**src/rtl/ebus_pkg.sv**
```systemverilog
// Shared types for the external bus wait-state controller.
// Assumes: one outstanding access at a time.
package ebus_pkg;

    // Region class of an access, decoded from the upper address bits
    typedef enum logic [1:0] {
        RGN_INT = 2'd0,
        RGN_SFR = 2'd1,
        RGN_EXT = 2'd2
    } region_e;

    // Bus sequencer states
    typedef enum logic [2:0] {
        ST_IDLE = 3'd0,
        ST_INT  = 3'd1,
        ST_ADDR = 3'd2,
        ST_WAIT = 3'd3,
        ST_STRB = 3'd4
    } seq_state_e;

    // Configuration register selectors
    localparam logic [1:0] CFG_NOWAIT = 2'd0;
    localparam logic [1:0] CFG_WCODE  = 2'd1;
    localparam logic [1:0] CFG_SFRLEN = 2'd2;

endpackage

```
**src/rtl/ebus_cfg_regs.sv**
```systemverilog
// Configuration store: per-window no-wait bits, per-window wait codes and
// the special-function cycle length bit. Writes that would break the
// ordering rule or store the all-ones code are dropped as a whole and flag
// a one-clock error. Assumes cfg_we is a single-clock strobe.
module ebus_cfg_regs
    import ebus_pkg::*;
#(
    parameter int unsigned NUM_CS = 4,
    parameter int unsigned FLD_W  = 2,
    localparam int unsigned CFG_DW = NUM_CS * FLD_W
) (
    input  logic              clk,
    input  logic              rst_n,
    input  logic              we,
    input  logic [1:0]        sel,
    input  logic [CFG_DW-1:0] wdata,
    output logic [NUM_CS-1:0] nowait,
    output logic [CFG_DW-1:0] wcode,
    output logic              sfr_long,
    output logic              err
);

    logic [NUM_CS-1:0] code_rsvd;
    logic [NUM_CS-1:0] code_blocked;
    logic [NUM_CS-1:0] off_blocked;
    logic              reject;

    // Per-window legality checks of the incoming write data
    for (genvar gi = 0; gi < NUM_CS; gi++) begin : g_chk
        assign code_rsvd[gi]    = &wdata[gi*FLD_W +: FLD_W];
        assign code_blocked[gi] = nowait[gi] && (wdata[gi*FLD_W +: FLD_W] != '0);
        assign off_blocked[gi]  = wdata[gi] && (wcode[gi*FLD_W +: FLD_W] != '0);

        AST_CODE_ZERO_IF_NOWAIT: assert property (@(posedge clk) disable iff (!rst_n)
            nowait[gi] |-> (wcode[gi*FLD_W +: FLD_W] == '0));
        AST_NO_RSVD_CODE: assert property (@(posedge clk) disable iff (!rst_n)
            !(&wcode[gi*FLD_W +: FLD_W]));
    end

    // Decide whether the current write is dropped
    always_comb begin
        reject = 1'b0;
        if (we) begin
            if (sel == CFG_WCODE)
                reject = (|code_rsvd) || (|code_blocked);
            else if (sel == CFG_NOWAIT)
                reject = |off_blocked;
        end
    end

    // Register update and error pulse
    always_ff @(posedge clk) begin
        if (!rst_n) begin
            nowait   <= '0;
            wcode    <= '0;
            sfr_long <= 1'b0;
            err      <= 1'b0;
        end else begin
            err <= reject;
            if (we && !reject) begin
                case (sel)
                    CFG_NOWAIT: nowait   <= wdata[NUM_CS-1:0];
                    CFG_WCODE:  wcode    <= wdata;
                    CFG_SFRLEN: sfr_long <= wdata[0];
                    default:    ;
                endcase
            end
        end
    end

    AST_REJECT_KEEPS_STATE: assert property (@(posedge clk) disable iff (!rst_n)
        err |-> ($stable(nowait) && $stable(wcode) && $stable(sfr_long)));
    AST_ERR_ONE_CLK: assert property (@(posedge clk) disable iff (!rst_n)
        err && !$past(we) |-> 1'b0);

endmodule

```
**src/rtl/ebus_region_dec.sv**
```systemverilog
// Region decoder: the top address bit marks a chip-select window, the next
// bits pick the window. Below that an all-zero upper field is the
// special-function region and everything else is internal memory.
// Assumes NUM_CS is a power of two.
module ebus_region_dec
    import ebus_pkg::*;
#(
    parameter int unsigned ADDR_W   = 20,
    parameter int unsigned SFR_BITS = 10,
    parameter int unsigned NUM_CS   = 4,
    localparam int unsigned CS_IDX_W = $clog2(NUM_CS)
) (
    input  logic [ADDR_W-1:SFR_BITS] addr_hi,
    output region_e                  region,
    output logic [CS_IDX_W-1:0]      cs_idx
);

    // Classify the access from its upper address bits
    always_comb begin
        if (addr_hi[ADDR_W-1])
            region = RGN_EXT;
        else if (addr_hi[ADDR_W-2:SFR_BITS] == '0)
            region = RGN_SFR;
        else
            region = RGN_INT;
    end

    assign cs_idx = addr_hi[ADDR_W-2 -: CS_IDX_W];

endmodule

```
**src/rtl/ebus_cycle_seq.sv**
```systemverilog
// Bus cycle sequencer: accepts one request, runs the address phase, the
// counted wait clocks and the strobe phase, then pulses ack. It drives the
// bus pins from registered state. Internal accesses only park the pins for
// one clock. Assumes the request stays stable until ack.
module ebus_cycle_seq
    import ebus_pkg::*;
#(
    parameter int unsigned ADDR_W = 20,
    parameter int unsigned DATA_W = 16,
    parameter int unsigned NUM_CS = 4,
    parameter int unsigned FLD_W  = 2,
    localparam int unsigned CS_IDX_W = $clog2(NUM_CS),
    localparam int unsigned BE_W     = DATA_W / 8,
    localparam int unsigned CFG_DW   = NUM_CS * FLD_W
) (
    input  logic                clk,
    input  logic                rst_n,
    input  logic                req,
    input  logic                req_we,
    input  logic [ADDR_W-1:0]   req_addr,
    input  logic [BE_W-1:0]     req_be,
    input  logic [DATA_W-1:0]   req_wdata,
    input  region_e             region,
    input  logic [CS_IDX_W-1:0] cs_idx,
    input  logic [NUM_CS-1:0]   nowait,
    input  logic [CFG_DW-1:0]   wcode,
    input  logic                sfr_long,
    input  logic [DATA_W-1:0]   bus_din,
    input  logic                rdy,
    output logic                ack,
    output logic [DATA_W-1:0]   rdata,
    output logic [ADDR_W-1:0]   bus_addr,
    output logic [DATA_W-1:0]   bus_dout,
    output logic                bus_doe,
    output logic                rd_n,
    output logic                wr_n,
    output logic                wrl_n,
    output logic                wrh_n,
    output logic                bhe_n,
    output logic [NUM_CS-1:0]   cs_n,
    output logic                ale
);

    seq_state_e          state;
    region_e             rgn_q;
    logic [CS_IDX_W-1:0] cs_q;
    logic                we_q;
    logic [BE_W-1:0]     be_q;
    logic [DATA_W-1:0]   wdata_q;
    logic [ADDR_W-1:0]   addr_q;
    logic                bhe_n_q;
    logic                nowait_q;
    logic [FLD_W-1:0]    cnt_q;
    logic [FLD_W-1:0]    wait_load;
    logic [FLD_W-1:0]    code_sel;
    logic                strb_done;
    logic                active;
    logic                strobe_ph;

    // Wait clocks for the request being accepted
    always_comb begin
        code_sel = wcode[cs_idx*FLD_W +: FLD_W];
        if (region == RGN_SFR)
            wait_load = sfr_long ? FLD_W'(1) : '0;
        else if (nowait[cs_idx])
            wait_load = '0;
        else
            wait_load = code_sel + FLD_W'(1);
    end

    // The strobe ends unless a waited window sees ready low
    assign strb_done = (rgn_q == RGN_SFR) || nowait_q || rdy;

    // Cycle state machine and access capture
    always_ff @(posedge clk) begin
        if (!rst_n) begin
            state    <= ST_IDLE;
            rgn_q    <= RGN_INT;
            cs_q     <= '0;
            we_q     <= 1'b0;
            be_q     <= '0;
            wdata_q  <= '0;
            addr_q   <= '0;
            bhe_n_q  <= 1'b1;
            nowait_q <= 1'b0;
            cnt_q    <= '0;
            ack      <= 1'b0;
            rdata    <= '0;
        end else begin
            ack <= 1'b0;
            case (state)
                ST_IDLE: begin
                    if (req && !ack) begin
                        rgn_q <= region;
                        we_q  <= req_we;
                        if (region == RGN_INT) begin
                            state <= ST_INT;
                        end else begin
                            state    <= ST_ADDR;
                            cs_q     <= cs_idx;
                            be_q     <= req_be;
                            wdata_q  <= req_wdata;
                            addr_q   <= req_addr;
                            bhe_n_q  <= ~req_be[BE_W-1];
                            nowait_q <= (region == RGN_EXT) && nowait[cs_idx];
                            cnt_q    <= wait_load;
                        end
                    end
                end
                ST_INT: begin
                    state <= ST_IDLE;
                    ack   <= 1'b1;
                end
                ST_ADDR: begin
                    state <= (cnt_q != '0) ? ST_WAIT : ST_STRB;
                end
                ST_WAIT: begin
                    cnt_q <= cnt_q - FLD_W'(1);
                    if (cnt_q == FLD_W'(1))
                        state <= ST_STRB;
                end
                ST_STRB: begin
                    if (strb_done) begin
                        state <= ST_IDLE;
                        ack   <= 1'b1;
                        if (!we_q)
                            rdata <= bus_din;
                    end
                end
                default: state <= ST_IDLE;
            endcase
        end
    end

    assign active    = (state == ST_ADDR) || (state == ST_WAIT) || (state == ST_STRB);
    assign strobe_ph = (state == ST_WAIT) || (state == ST_STRB);

    // Pin drive from the captured access
    assign bus_addr = addr_q;
    assign bus_dout = wdata_q;
    assign bus_doe  = strobe_ph && we_q;
    assign rd_n     = !(strobe_ph && !we_q);
    assign wr_n     = !(strobe_ph && we_q);
    assign wrl_n    = !(strobe_ph && we_q && be_q[0]);
    assign wrh_n    = !(strobe_ph && we_q && be_q[BE_W-1]);
    assign bhe_n    = bhe_n_q;
    assign ale      = (state == ST_ADDR) && (rgn_q == RGN_EXT);

    // One active-low select per window
    for (genvar gc = 0; gc < NUM_CS; gc++) begin : g_cs
        assign cs_n[gc] = !(active && (rgn_q == RGN_EXT) && (cs_q == CS_IDX_W'(gc)));
    end

    AST_ACK_ONE_CLK: assert property (@(posedge clk) disable iff (!rst_n)
        ack |=> !ack);
    AST_ACK_AFTER_CYCLE: assert property (@(posedge clk) disable iff (!rst_n)
        $rose(ack) |-> ($past(state) == ST_STRB || $past(state) == ST_INT));
    AST_ALE_WITH_SELECT: assert property (@(posedge clk) disable iff (!rst_n)
        ale |-> !(&cs_n));
    AST_INT_PARKED: assert property (@(posedge clk) disable iff (!rst_n)
        (state == ST_INT) |-> ((&cs_n) && rd_n && wr_n && wrl_n && wrh_n && !ale
                               && !bus_doe && $stable(bus_addr) && $stable(bhe_n)));
    AST_SFR_NO_SELECT: assert property (@(posedge clk) disable iff (!rst_n)
        (active && rgn_q == RGN_SFR) |-> ((&cs_n) && !ale));
    AST_READ_NO_DRIVE: assert property (@(posedge clk) disable iff (!rst_n)
        !rd_n |-> !bus_doe);
    AST_NOWAIT_NO_STRETCH: assert property (@(posedge clk) disable iff (!rst_n)
        (state == ST_STRB && nowait_q) |=> (state != ST_STRB));

endmodule

```
**src/rtl/ebus_wait_ctrl.sv**
```systemverilog
// Top of the external bus wait-state controller: ties the configuration
// store, the region decoder and the cycle sequencer together.
// Assumes a single clock domain and a core that waits for ack.
module ebus_wait_ctrl
    import ebus_pkg::*;
#(
    parameter int unsigned ADDR_W   = 20,
    parameter int unsigned DATA_W   = 16,
    parameter int unsigned NUM_CS   = 4,
    parameter int unsigned FLD_W    = 2,
    parameter int unsigned SFR_BITS = 10,
    localparam int unsigned CS_IDX_W = $clog2(NUM_CS),
    localparam int unsigned BE_W     = DATA_W / 8,
    localparam int unsigned CFG_DW   = NUM_CS * FLD_W
) (
    input  logic              clk,
    input  logic              rst_n,
    input  logic              req,
    input  logic              req_we,
    input  logic [ADDR_W-1:0] req_addr,
    input  logic [BE_W-1:0]   req_be,
    input  logic [DATA_W-1:0] req_wdata,
    output logic              ack,
    output logic [DATA_W-1:0] rdata,
    input  logic              cfg_we,
    input  logic [1:0]        cfg_sel,
    input  logic [CFG_DW-1:0] cfg_wdata,
    output logic              cfg_err,
    output logic [ADDR_W-1:0] bus_addr,
    output logic [DATA_W-1:0] bus_dout,
    output logic              bus_doe,
    input  logic [DATA_W-1:0] bus_din,
    input  logic              rdy,
    output logic              rd_n,
    output logic              wr_n,
    output logic              wrl_n,
    output logic              wrh_n,
    output logic              bhe_n,
    output logic [NUM_CS-1:0] cs_n,
    output logic              ale
);

    logic [NUM_CS-1:0]   nowait;
    logic [CFG_DW-1:0]   wcode;
    logic                sfr_long;
    region_e             region;
    logic [CS_IDX_W-1:0] cs_idx;

    ebus_cfg_regs #(
        .NUM_CS (NUM_CS),
        .FLD_W  (FLD_W)
    ) u_cfg (
        .clk      (clk),
        .rst_n    (rst_n),
        .we       (cfg_we),
        .sel      (cfg_sel),
        .wdata    (cfg_wdata),
        .nowait   (nowait),
        .wcode    (wcode),
        .sfr_long (sfr_long),
        .err      (cfg_err)
    );

    ebus_region_dec #(
        .ADDR_W   (ADDR_W),
        .SFR_BITS (SFR_BITS),
        .NUM_CS   (NUM_CS)
    ) u_dec (
        .addr_hi (req_addr[ADDR_W-1:SFR_BITS]),
        .region  (region),
        .cs_idx  (cs_idx)
    );

    ebus_cycle_seq #(
        .ADDR_W (ADDR_W),
        .DATA_W (DATA_W),
        .NUM_CS (NUM_CS),
        .FLD_W  (FLD_W)
    ) u_seq (
        .clk       (clk),
        .rst_n     (rst_n),
        .req       (req),
        .req_we    (req_we),
        .req_addr  (req_addr),
        .req_be    (req_be),
        .req_wdata (req_wdata),
        .region    (region),
        .cs_idx    (cs_idx),
        .nowait    (nowait),
        .wcode     (wcode),
        .sfr_long  (sfr_long),
        .bus_din   (bus_din),
        .rdy       (rdy),
        .ack       (ack),
        .rdata     (rdata),
        .bus_addr  (bus_addr),
        .bus_dout  (bus_dout),
        .bus_doe   (bus_doe),
        .rd_n      (rd_n),
        .wr_n      (wr_n),
        .wrl_n     (wrl_n),
        .wrh_n     (wrh_n),
        .bhe_n     (bhe_n),
        .cs_n      (cs_n),
        .ale       (ale)
    );

endmodule

```
**config.mk**
```make
export PLATFORM = sky130hd
export DESIGN_NAME = ebus_wait_ctrl
export DESIGN_NICKNAME = d
export VERILOG_FILES = /design/src/rtl/ebus_pkg.sv /design/src/rtl/ebus_cfg_regs.sv /design/src/rtl/ebus_region_dec.sv /design/src/rtl/ebus_cycle_seq.sv /design/src/rtl/ebus_wait_ctrl.sv
export SDC_FILE = /design/constraint.sdc
export NUM_CORES = 1
export LEC_CHECK = 0
export BUFFER_PORTS_ARGS = -buffer_cell sky130_fd_sc_hd__buf_2
export CAP_MARGIN = 20
export CORE_UTILIZATION = 49
export CTS_CLUSTER_SIZE = 8
export DETAILED_ROUTE_END_ITERATION = 6
export HOLD_SLACK_MARGIN = 0.02
export PLACE_DENSITY = 0.8
export SYNTH_ARGS = -nofsm -noshare
export SYNTH_HDL_FRONTEND = slang
export SYNTH_SLANG_ARGS = --single-unit
```
**constraint.sdc**
```tcl
create_clock -name clk -period 2 [get_ports clk]
set_input_delay 0.2 -clock clk [delete_from_list [all_inputs] [get_ports clk]]
set_output_delay 0.2 -clock clk [all_outputs]
set_load 0.005 [all_outputs]
```
==> flow_summary.toml <==
[detailed_routing]
wire_per_inst_um = 14.5
wl_met1_mm = 3.85
drc = 0
drt_wl_total_mm = 9.28
wl_met2_mm = 4.54
ant_nets = 0
drt_first_pass_iters = 5
top_layer_used = "met4"
vias = 3496
viasPerCell = 5.45
wl_met3_um = 745
drtIter0Drc = 189

[cts]
clkSinkCount = 79
holdBufCountCts = 0
h-tree-depth = 3
root_buffer = "clkbuf_8"
cts_tree = "built"
cts_buffers = 9
clkLatencyLatePin_ns = 0.36
cts_buffer_depth = 2
clkTransAtPathRegs_ns = 0.09

[synthesis]
ys_seq_area_share_pct = 45.1
synth_flop_cell = "dfxtp_1"
syn_area_per_cell_sq_um = 8.68
synth-async-reset-ratio_pct = 0
synth_top_area_share_pct = 45.1
synth_area_leader_cell = "dfxtp_1"
ys_types = 45
synth_edf_count = 0
ys_seq_elements = 79
netlist_area_sq_um = 3510
yosysWarnings = 0
syn_inst = 404
synth.net_count = 476
synthTopCellsByArea = "dfxtp_1 45%, mux2i_1 7.7%, a21oi_1 7.0%"

[finish]
final_layout_size_suffix_gt1_share_pct = 33.8
antenna_cells = 0
fin_area_sq_um = 4550
syn2layout_area_growth_pct = 29.7
nNetsFinal = 612
instances_no_fill = 641

[power]
power_density_nw_per_um2 = 750
p_clk_share_pct = 35.9
power.switching_uw = 968
intPower_mw = 2.44
combPwrFrac_pct = 14.9
p_seq_share_pct = 49.2
p_sw_share_pct = 28.4
peakVddDrop_mv = 0.448
leakagePower_nw = 1.93

[floorplan]
die-width_um = 86.6
core-area_sq_um = 6870
start_util_pct = 51.1
rows = 30
die-area_sq_um = 7500
io_pins = 135
die_h_um = 86.6

[worst_hold_path]
whs_path_depth = 3
min_path_type = "in -> reg"

[worst_setup_path]
crit_required_ns = 1.80
arrival_ns = 1.77
worst-r2r-cell-count = 5
critPathLaunchType = "flip-flop"
endpoint_kind = "output port"
crit_type = "reg -> out"
crit_fanout = 2

[sta]
final-hold-violation-count = 0
fin_worst_skew_ns = 0.0134
timing.final.max_slew_violations = 0
period_share_pct = 98.7
whs_ns = 0.0719
worstMarginPinSlew_ns = 0.491
grt_setup_unrepaired = "true"
relSlewSlack_pct = 67.2
finalSetupViolations = 0
min_period_ns = 1.97
fmax_mhz = 506

[grt]
grt_max_degree = 45
track_usage_pct = 25.2
grt_first_pass_wirelength_mm = 14.7
antenna_found_initial = 0
grt_pass1_vias = 3134
grt_remaining_overflow = 0

[place]
placed_area_sq_um = 4320
placed_cells = 624
routabilityCongestion = 0.886
port_buffers = 134
hpwl_mm = 6.64

[status]
outcome = "finished clean"

[flow_run]
cap_viol_max_count = 0
==> metal layers <==
| layer | global-route usage, % | up-vias |
|---|---|---|
| met2 | 43.1 | 141 |
| met3 | 5.14 | 12 |
| met1 | 31.0 | 1630 |
| li1 | - | 1713 |
| met4 | 10.5 | 0 |
| met5 | 0 | - |
==> layout by cell type, fill, tap and decap left out, types with 4 or more instances in the layout <==
cell type / count
mux2i_1: 27
buf_2: 134
o21ai_0: 43
nor3_1: 4
nand2b_1: 4
inv_1: 8
dfxtp_1: 78
nand3b_1: 4
nand3_1: 45
nand2_1: 33
clkbuf_8: 9
o21ai_1: 11
nor2b_1: 5
a21oi_1: 48
buf_4: 19
nor2_1: 24
==> kinds of logic (layout without fill, tap and decap cells) <==
| kind of cell | Yosys count | count (layout) | synth area share, % |
|---|---|---|---|
| DFF | 79 | 79 | 45.1 |
| muxes | 30 | 30 | 9.95 |
| adders and majority gates | 2 | 2 | 0.713 |
| xor gates and xnor gates | 1 | 1 | 0.250 |
| buffers and inverters | 38 | 179 | 5.06 |
| and+or+nand+nor | 133 | 133 | 19.1 |
| AOI/OAI and AO/OA | 121 | 121 | 19.8 |
==> worst paths after layout <==
check,from,end,slack (ns)
hold reg to reg,u_seq.be_q[1]$_SDFFE_PN0P_,u_seq.be_q[1]$_SDFFE_PN0P_,0.47
setup / recovery,u_seq.state[0]$_SDFFE_PN0P_,cs_n[0],0.03
hold / removal,bus_din[15],u_seq.rdata[15]$_SDFFE_PN0P_,0.07
setup reg to reg,u_seq.state[2]$_SDFFE_PN0P_,u_seq.cnt_q[1]$_SDFFE_PN0P_,0.18
==> critical path, stage by stage, from the launching register on <==
cell and delay, ns:
dfxtp_1 0.32, or3b_4 0.41, a21oi_4 0.17, or3b_4 0.39, buf_2 0.13
==> power groups by stage <==
stage	clock [mW]	combinational, mW	sequential (mW)
2_1_floorplan	0	0.283	1.71
5_1_grt	1.31	0.563	1.69
4_1_cts	1.24	0.505	1.68
3_5_place_dp	0	0.499	1.71
6_report	1.22	0.510	1.68
3_3_place_gp	0	0.484	1.71
==> cells in the mapped netlist, types with 2 or more instances <==
master / count
clkbuf_1: 21
a31oi_1: 3
buf_2: 4
buf_6: 4
or3b_1: 2
nor3_1: 5
dfxtp_1: 79
a22oi_1: 2
a21oi_1: 49
ha_1: 2
nand3_1: 45
mux2i_1: 27
nor2b_1: 5
inv_1: 9
nand2_1: 33
mux4_1: 3
o21ai_0: 43
o21ai_1: 11
nor2_1: 24
nand3b_1: 4
nand2b_1: 5
==> stage by stage <==
step	util [%]	worst slack [ns]	power, mW	TNS, ns
finish	66.2	0.0256	3.41	0
floorplan	-	0.162	2.00	0
global route	66.2	-0.00922	3.56	-0.00922
CTS	66.2	0.0334	3.42	0
global placement	62.8	0.131	2.20	0
detailed placement	62.8	0.0913	2.21	0
==> what timing repair did <==
action,in CTS,in global routing
gates resized for setup,6,1
endpoints found under the setup margin,1,1
setup buffers,1,0
pin swaps,1,0
gates cloned,0,0
==> state kept, by name, summed over array words and instances, names as in the netlist <==
register and flops:
u_seq.bus_addr 20, u_seq.we_q 1, u_seq.rgn_q 2, u_cfg.wcode 8, u_cfg.err 1, u_seq.cnt_q 2, u_seq.state 3, u_seq.ack 1
u_seq.nowait_q 1, u_seq.bus_dout 16, u_cfg.sfr_long 1, u_seq.bhe_n 1, u_seq.be_q 2, u_seq.rdata 16, u_cfg.nowait 4
==> final cells by class <==
cell class,count,area (sq um)
fillers,605,2320
multi-input cells,287,1780
flip-flops and latches,79,1580
repair buffers,154,833
clock buffers,9,124
well taps,96,120
clock inverters,7,78.8
inverters,9,33.8
Note: power is estimated with default switching activity, not from simulation.
